File: src/rtl/rb_unhang_pkg.sv
`timescale 1ns/1ps
package rb_unhang_pkg;

    // Sequencer phases; the line enables are decoded directly from these.
    typedef enum logic [3:0] {
        ST_IDLE,
        ST_POLL,    // one-cycle look at the synchronized clock line
        ST_PWAIT,   // gap between clock-line polls
        ST_CHECK,   // one-cycle look at the synchronized data line
        ST_CLO,     // recovery pulse, clock pulled low
        ST_CHI,     // recovery pulse, clock released
        ST_SSTART,  // data pulled low with clock high
        ST_SSTOP,   // data released with clock high
        ST_FIN      // completion cycle
    } rb_state_e;

endpackage

File: src/rtl/rb_sync2.sv
`timescale 1ns/1ps
module rb_sync2 #(
    parameter int WIDTH = 2
) (
    input  logic             clk_i,
    input  logic             rst_ni,
    input  logic [WIDTH-1:0] d_i,
    output logic [WIDTH-1:0] q_o
);

    // Two flops per bit; reset to the released (high) level of a pulled-up line.
    for (genvar b = 0; b < WIDTH; b++) begin : g_bit
        logic meta_q, stable_q;
        always_ff @(posedge clk_i or negedge rst_ni) begin
            if (!rst_ni) begin
                meta_q   <= 1'b1;
                stable_q <= 1'b1;
            end else begin
                meta_q   <= d_i[b];
                stable_q <= meta_q;
            end
        end
        assign q_o[b] = stable_q;
    end

endmodule

File: src/rtl/rb_us_tick.sv
`timescale 1ns/1ps
module rb_us_tick #(
    parameter int CYC_PER_US = 50
) (
    input  logic clk_i,
    input  logic rst_ni,
    input  logic clr_i,
    output logic tick_o
);

    if (CYC_PER_US <= 1) begin : g_direct
        // Every cycle is a microsecond.
        assign tick_o = 1'b1;
    end else begin : g_div
        localparam int CW = $clog2(CYC_PER_US);
        localparam logic [CW-1:0] LAST = CW'(CYC_PER_US - 1);

        logic [CW-1:0] cnt_d, cnt_q;

        always_comb begin
            if (clr_i || cnt_q == LAST) cnt_d = '0;
            else                        cnt_d = cnt_q + CW'(1);
        end

        always_ff @(posedge clk_i or negedge rst_ni) begin
            if (!rst_ni) cnt_q <= '0;
            else         cnt_q <= cnt_d;
        end

        assign tick_o = (cnt_q == LAST);
    end

endmodule

File: src/rtl/i2c_bus_unhang.sv
`timescale 1ns/1ps
module i2c_bus_unhang
    import rb_unhang_pkg::*;
#(
    parameter int CLK_HZ     = 50_000_000,
    parameter int HALF_US    = 5,
    parameter int POLL_US    = 500,
    parameter int LIMIT_US   = 40_000,
    parameter int MAX_PULSES = 9
) (
    input  logic clk_i,
    input  logic rst_ni,
    input  logic start_i,
    input  logic scl_i,
    input  logic sda_i,
    output logic busy_o,
    output logic done_o,
    output logic error_o,
    output logic scl_oe_o,
    output logic sda_oe_o
);

    localparam int CYC_PER_US = CLK_HZ / 1_000_000;
    localparam int POLLS      = LIMIT_US / POLL_US;
    localparam int TMR_MAX    = (POLL_US > HALF_US) ? POLL_US : HALF_US;
    localparam int CNT_MAX    = (POLLS > MAX_PULSES) ? POLLS : MAX_PULSES;
    localparam int TMR_W      = $clog2(TMR_MAX + 1);
    localparam int CNT_W      = $clog2(CNT_MAX + 1);

    localparam logic [TMR_W-1:0] POLL_LAST = TMR_W'(POLL_US - 1);
    localparam logic [TMR_W-1:0] HALF_LAST = TMR_W'(HALF_US - 1);
    localparam logic [CNT_W-1:0] POLL_CAP  = CNT_W'(POLLS - 1);
    localparam logic [CNT_W-1:0] PULSE_CAP = CNT_W'(MAX_PULSES);

    typedef struct packed {
        rb_state_e        state;
        logic [TMR_W-1:0] tmr;   // microseconds spent in a timed phase
        logic [CNT_W-1:0] cnt;   // failed polls, then pulses sent
        logic             err;
    } rb_regs_t;

    rb_regs_t cur_q, nxt_d;
    logic [1:0] lines_s;
    logic       scl_s, sda_s;
    logic       us_tick;
    logic       phase_change;

    rb_sync2 #(.WIDTH(2)) u_sync (
        .clk_i  (clk_i),
        .rst_ni (rst_ni),
        .d_i    ({scl_i, sda_i}),
        .q_o    (lines_s)
    );
    assign scl_s = lines_s[1];
    assign sda_s = lines_s[0];

    rb_us_tick #(.CYC_PER_US(CYC_PER_US)) u_tick (
        .clk_i  (clk_i),
        .rst_ni (rst_ni),
        .clr_i  (phase_change),
        .tick_o (us_tick)
    );

    always_comb begin
        nxt_d = cur_q;
        unique case (cur_q.state)
            ST_IDLE: begin
                nxt_d.err = 1'b0;
                if (start_i) begin
                    nxt_d.state = ST_POLL;
                    nxt_d.cnt   = '0;
                end
            end
            ST_POLL: begin
                if (scl_s) begin
                    nxt_d.state = ST_CHECK;
                    nxt_d.cnt   = '0;
                end else if (cur_q.cnt == POLL_CAP) begin
                    nxt_d.state = ST_FIN;
                    nxt_d.err   = 1'b1;
                end else begin
                    nxt_d.state = ST_PWAIT;
                    nxt_d.cnt   = cur_q.cnt + CNT_W'(1);
                end
            end
            ST_PWAIT: begin
                if (us_tick) begin
                    if (cur_q.tmr == POLL_LAST) nxt_d.state = ST_POLL;
                    else                        nxt_d.tmr   = cur_q.tmr + TMR_W'(1);
                end
            end
            ST_CHECK: begin
                if (sda_s) begin
                    nxt_d.state = ST_SSTART;
                end else if (cur_q.cnt == PULSE_CAP) begin
                    nxt_d.state = ST_FIN;
                    nxt_d.err   = 1'b1;
                end else begin
                    nxt_d.state = ST_CLO;
                end
            end
            ST_CLO: begin
                if (us_tick) begin
                    if (cur_q.tmr == HALF_LAST) nxt_d.state = ST_CHI;
                    else                        nxt_d.tmr   = cur_q.tmr + TMR_W'(1);
                end
            end
            ST_CHI: begin
                if (us_tick) begin
                    if (cur_q.tmr == HALF_LAST) begin
                        nxt_d.state = ST_CHECK;
                        nxt_d.cnt   = cur_q.cnt + CNT_W'(1);
                    end else begin
                        nxt_d.tmr = cur_q.tmr + TMR_W'(1);
                    end
                end
            end
            ST_SSTART: begin
                if (us_tick) begin
                    if (cur_q.tmr == HALF_LAST) nxt_d.state = ST_SSTOP;
                    else                        nxt_d.tmr   = cur_q.tmr + TMR_W'(1);
                end
            end
            ST_SSTOP: begin
                if (us_tick) begin
                    if (cur_q.tmr == HALF_LAST) nxt_d.state = ST_FIN;
                    else                        nxt_d.tmr   = cur_q.tmr + TMR_W'(1);
                end
            end
            ST_FIN:  nxt_d.state = ST_IDLE;
            default: nxt_d.state = ST_IDLE;
        endcase
        // Each phase starts its microsecond count from zero.
        if (nxt_d.state != cur_q.state) nxt_d.tmr = '0;
    end

    assign phase_change = (nxt_d.state != cur_q.state);

    always_ff @(posedge clk_i or negedge rst_ni) begin
        if (!rst_ni) begin
            cur_q.state <= ST_IDLE;
            cur_q.tmr   <= '0;
            cur_q.cnt   <= '0;
            cur_q.err   <= 1'b0;
        end else begin
            cur_q <= nxt_d;
        end
    end

    assign busy_o   = (cur_q.state != ST_IDLE);
    assign done_o   = (cur_q.state == ST_FIN);
    assign error_o  = (cur_q.state == ST_FIN) && cur_q.err;
    assign scl_oe_o = (cur_q.state == ST_CLO);
    assign sda_oe_o = (cur_q.state == ST_SSTART);

endmodule

File: config.mk
export PLATFORM = sky130hd
export DESIGN_NAME = i2c_bus_unhang
export DESIGN_NICKNAME = d
export VERILOG_FILES = /design/src/rtl/rb_unhang_pkg.sv /design/src/rtl/rb_sync2.sv /design/src/rtl/rb_us_tick.sv /design/src/rtl/i2c_bus_unhang.sv
export SDC_FILE = /design/constraint.sdc
export NUM_CORES = 1
export LEC_CHECK = 0
export CAP_MARGIN = 20
export CORE_AREA = 4 4 65 67
export DETAILED_ROUTE_END_ITERATION = 8
export DIE_AREA = 0 0 69 71
export PLACE_DENSITY = 0.73
export SLEW_MARGIN = 5
export SYNTH_ARGS = -nofsm -noshare
export SYNTH_HDL_FRONTEND = slang
export SYNTH_SLANG_ARGS = --single-unit
export TNS_END_PERCENT = 10
File: constraint.sdc
create_clock -name clk_i -period 3.45 [get_ports clk_i]
set_clock_uncertainty 0.2 [all_clocks]
set_input_delay 1.035 -clock clk_i [delete_from_list [all_inputs] [get_ports clk_i]]
set_output_delay 1.035 -clock clk_i [all_outputs]
set_load 0.01 [all_outputs]
==> results.sh, run 1 <==
export IMPL_floorplan_rows=22
export IMPL_flow_area_growth_from_synthesis_pct=13.5
export IMPL_grt_pass1_wl_mm=6.03
export IMPL_timing_critical_path_from_type="flip-flop"
export IMPL_pwr_share_comb_pct=2.9
export IMPL_detailed_place_hpwl_mm=2.47
export IMPL_synth_top_flop_cell="dfrtp_1"
export IMPL_drt_pre_antenna_iters=4
export IMPL_sequential_cell_area_um2=782
export IMPL_clk_pin_slew_worst_paths_ps=70
export IMPL_seq_area_frac_synth_pct=43.7
export IMPL_cts_buffer_depth=2
export IMPL_postSynthNetCount=200
export IMPL_static_leakage_nw=0.826
export IMPL_core_region_area_um2=3630
export IMPL_cts_made_buffers=5
export IMPL_crit_type="flip-flop to primary output"
export IMPL_worst_endpoint_required_ps=2210
export IMPL_die_height_um=71
export IMPL_syn_area_um2=1790
export IMPL_kind_of_capture_point_of_the_worst_setup_path="primary output"
export IMPL_clock_tree_htree_level_count=2
export IMPL_worst_margin_pin_slew_ps=600
export IMPL_grt_overflow_total=0
export IMPL_clkSinkCount=31
export IMPL_timing_final_crit_period_ps=3150
export IMPL_layout_commonest_cell="nor2_1"
export IMPL_route_antenna_remaining_nets=0
export IMPL_first_global_vias=1290
export IMPL_crit_reg2reg_launch="cur_q[8]"
export IMPL_postSynthCellCount=189
export IMPL_post_route_period_util_pct=91.2
export IMPL_timing_max_transition_violations_final=0
export IMPL_synthesis_area_per_instance_um2=9.45
export IMPL_num_vias=1427
export IMPL_number_of_hold_violations_in_the_final_report=0
export IMPL_hold_path_class="flip-flop to flip-flop"
export IMPL_design_final_nets=209
export IMPL_start_util_pct=49.2
export IMPL_synth_cell_type_count=50
export IMPL_r2r_end="cur_q[6]"
export IMPL_clkLatencyLatePin_ps=280
export IMPL_clock_tree_root_cell="clkbuf_8"
export IMPL_worst_supply_voltage_drop_on_vdd_v=0.000305
export IMPL_async_reset_ff_share_pct=100
export IMPL_grt_usage_pct=15.1
export IMPL_ys_warn_count=0
export IMPL_yosys_register_bits=31
export IMPL_run_status="completed"
export IMPL_antenna_found_initial=0
export IMPL_die_width_um=69
export IMPL_worstRegToRegCells=7
export IMPL_detail_route_iter0_violations=220
export IMPL_layout_cells_most_common_list="nor2_1 (32), dfrtp_1 (26), nand2_1 (11), nand3_1 (11), a21oi_1 (10)"
export IMPL_postRouteWirelength_mm=3.46
export IMPL_crit_fanout=10
export IMPL_multi_input_combinational_cell_area_um2=937
export IMPL_design_power_total_mw=0.765
export IMPL_switch_pwr_mw=0.150
export IMPL_pin_count=10
export IMPL_switching_share_pct=19.6
export IMPL_fill_cells=328
export IMPL_cp_data_arrival_time_ps=1910
export IMPL_drive_above_1_share_pct=12.1
export IMPL_power_frac_clock_pct=47.8
export IMPL_drv_max_cap_violation_count=0
export IMPL_power_internal_mw=0.615
export IMPL_power_per_cell_area_nw_per_um2=377
export IMPL_share_of_power_burned_in_registers_pct=49.2
export IMPL_gpl_final_weighted_congestion=0.919
export IMPL_cts_tree="done"
export IMPL_floorplan_die_area_um2=4900
export IMPL_tns_ps=0
export IMPL_synth_enable_flop_cells=0
export IMPL_vias_per_cell=5.78
export IMPL_avgRoutedWirePerCell_um=14.0
export IMPL_post_cts_setup_buffers=0
export IMPL_worst_reg2reg_setup_slack_ps=890
export IMPL_remaining_max_slew_budget_at_the_tightest_pin_pct=59.0
export IMPL_post_route_drc_count=0
export IMPL_antenna_cells=0
export IMPL_io_buffer_count=9
export IMPL_finalSetupViolCount=0
export IMPL_critPathLaunch="cur_q[20]"
export IMPL_maximum_number_of_pins_on_one_net_before_global_route_repair=32
export IMPL_worst_setup_path_endpoint="scl_oe_o"
export IMPL_achievable_frequency_ghz=0.318
export IMPL_grt_setup_unrepaired="false"
==> cells in the mapped netlist, types with 2 or more instances <==
cell / n / share of area (%)
mux2i_1: 3 / 1.7
nor3_1: 2 / 0.56
nand4_1: 2 / 0.70
nand3_1: 11 / 3.1
nor2_1: 32 / 6.7
a2111oi_0: 3 / 1.5
or3_1: 3 / 1.1
o21ai_0: 3 / 0.84
o21bai_1: 3 / 1.3
and3_1: 2 / 0.70
nand3b_1: 2 / 0.84
o211ai_1: 2 / 0.84
nand2_1: 11 / 2.3
clkbuf_1: 7 / 1.5
a211oi_1: 3 / 1.3
inv_1: 7 / 1.5
xor2_1: 2 / 0.98
nand2b_1: 2 / 0.70
ha_1: 6 / 4.2
xnor2_1: 7 / 3.4
nor4b_1: 3 / 1.5
dfstp_2: 4 / 5.9
a21bo_2: 2 / 1.1
nor2b_1: 4 / 1.4
dfrtp_1: 27 / 38
a22o_1: 3 / 1.5
a21oi_1: 10 / 2.8
==> power groups by stage <==
stage,Combinational (mW),Clock (mW),Sequential [mW]
after detailed placement,0.0232,0,0.383
after global placement,0.0218,0,0.383
after global routing,0.0257,0.398,0.377
after CTS,0.0233,0.379,0.376
after floorplan,0.00825,0,0.382
final,0.0226,0.366,0.377
==> state kept, by name, indices dropped and copies added, names as in the netlist <==
signal,cells
u_sync.g_bit.meta_q,2
u_tick.g_div.cnt_q,6
u_sync.g_bit.stable_q,2
cur_q,21
==> critical path, stage by stage, from the launching register on <==
cell	delay, ps
dfrtp_1	490
nand2b_1	350
nor3_1	220
clkdlybuf4s50_1	570
==> worst min-delay path by stage <==
stage	from	endpoint	slack, ps	cells after the start
6_report	u_sync.g_bit[0].meta_q	u_sync.g_bit[0].stable_q	160	0
5_1_grt	u_sync.g_bit[0].meta_q	u_sync.g_bit[0].stable_q	160	0
4_1_cts	u_sync.g_bit[0].meta_q	u_sync.g_bit[0].stable_q	160	0
3_3_place_gp	u_sync.g_bit[0].meta_q	u_sync.g_bit[0].stable_q	150	0
3_5_place_dp	u_sync.g_bit[0].meta_q	u_sync.g_bit[0].stable_q	150	0
2_1_floorplan	u_sync.g_bit[0].meta_q	u_sync.g_bit[0].stable_q	150	0
==> routing by layer <==
layer	GRT usage, %	part of all wire [%]	vias up
met5	0	0	-
met4	3.90	1.0	0
met3	4.97	3.8	4
met2	24.6	49	31
met1	19.3	46	695
li1	-	-	697
==> kinds of logic after synthesis <==
family                   Yosys count  synth area share [%]
AND/OR/NAND/NOR                   83                  24.9
buffers and inverters             16                  3.85
multiplexers                       4                  2.31
adder cells (fa/ha/maj)            6                  4.20
flip-flops                        31                  43.7
AO/OA/AOI/OAI                     40                  16.6
XOR/XNOR                           9                  4.41
==> layout make-up <==
cell class,count,area share [%]
tap,48,2.96
sequential,31,38.6
multi-input combinational,142,46.2
clock buffer,6,4.07
timing repair buffer,11,5.18
inverter,7,1.30
clock inverter,2,1.73
==> through the flow <==
stage / cell area (um^2) / hold slack (ps) / utilization (%) / instances / worst slack, ps
floorplan: 1790 / 145 / - / 189 / 744
detailed placement: 1910 / 147 / 52.5 / 239 / 451
finish: 2030 / 156 / 55.8 / 247 / 304
global route: 2030 / 164 / 55.8 / 247 / 121
global placement: 1910 / 147 / 52.5 / 239 / 522
CTS: 2030 / 157 / 55.8 / 247 / 127
==> timing repair <==
action                     4_1_cts  5_1_grt
gates resized for setup          0        1
hold buffers                     0        0
setup endpoints to repair        0        1
Power figures use the tool's default switching activity.
==> run 2, diff against run 1 <==
Settings changed: HOLD_SLACK_MARGIN from default to 0.15.
==> results of run 2 <==
Same layout as run 1: the final DEF is identical, and so are final timing and power.
==> run 3, diff against run 2 <==
Settings changed: CAP_MARGIN 20 to default.
==> results of run 3 <==
Same layout as run 1: the final DEF is identical, and so are final timing and power.
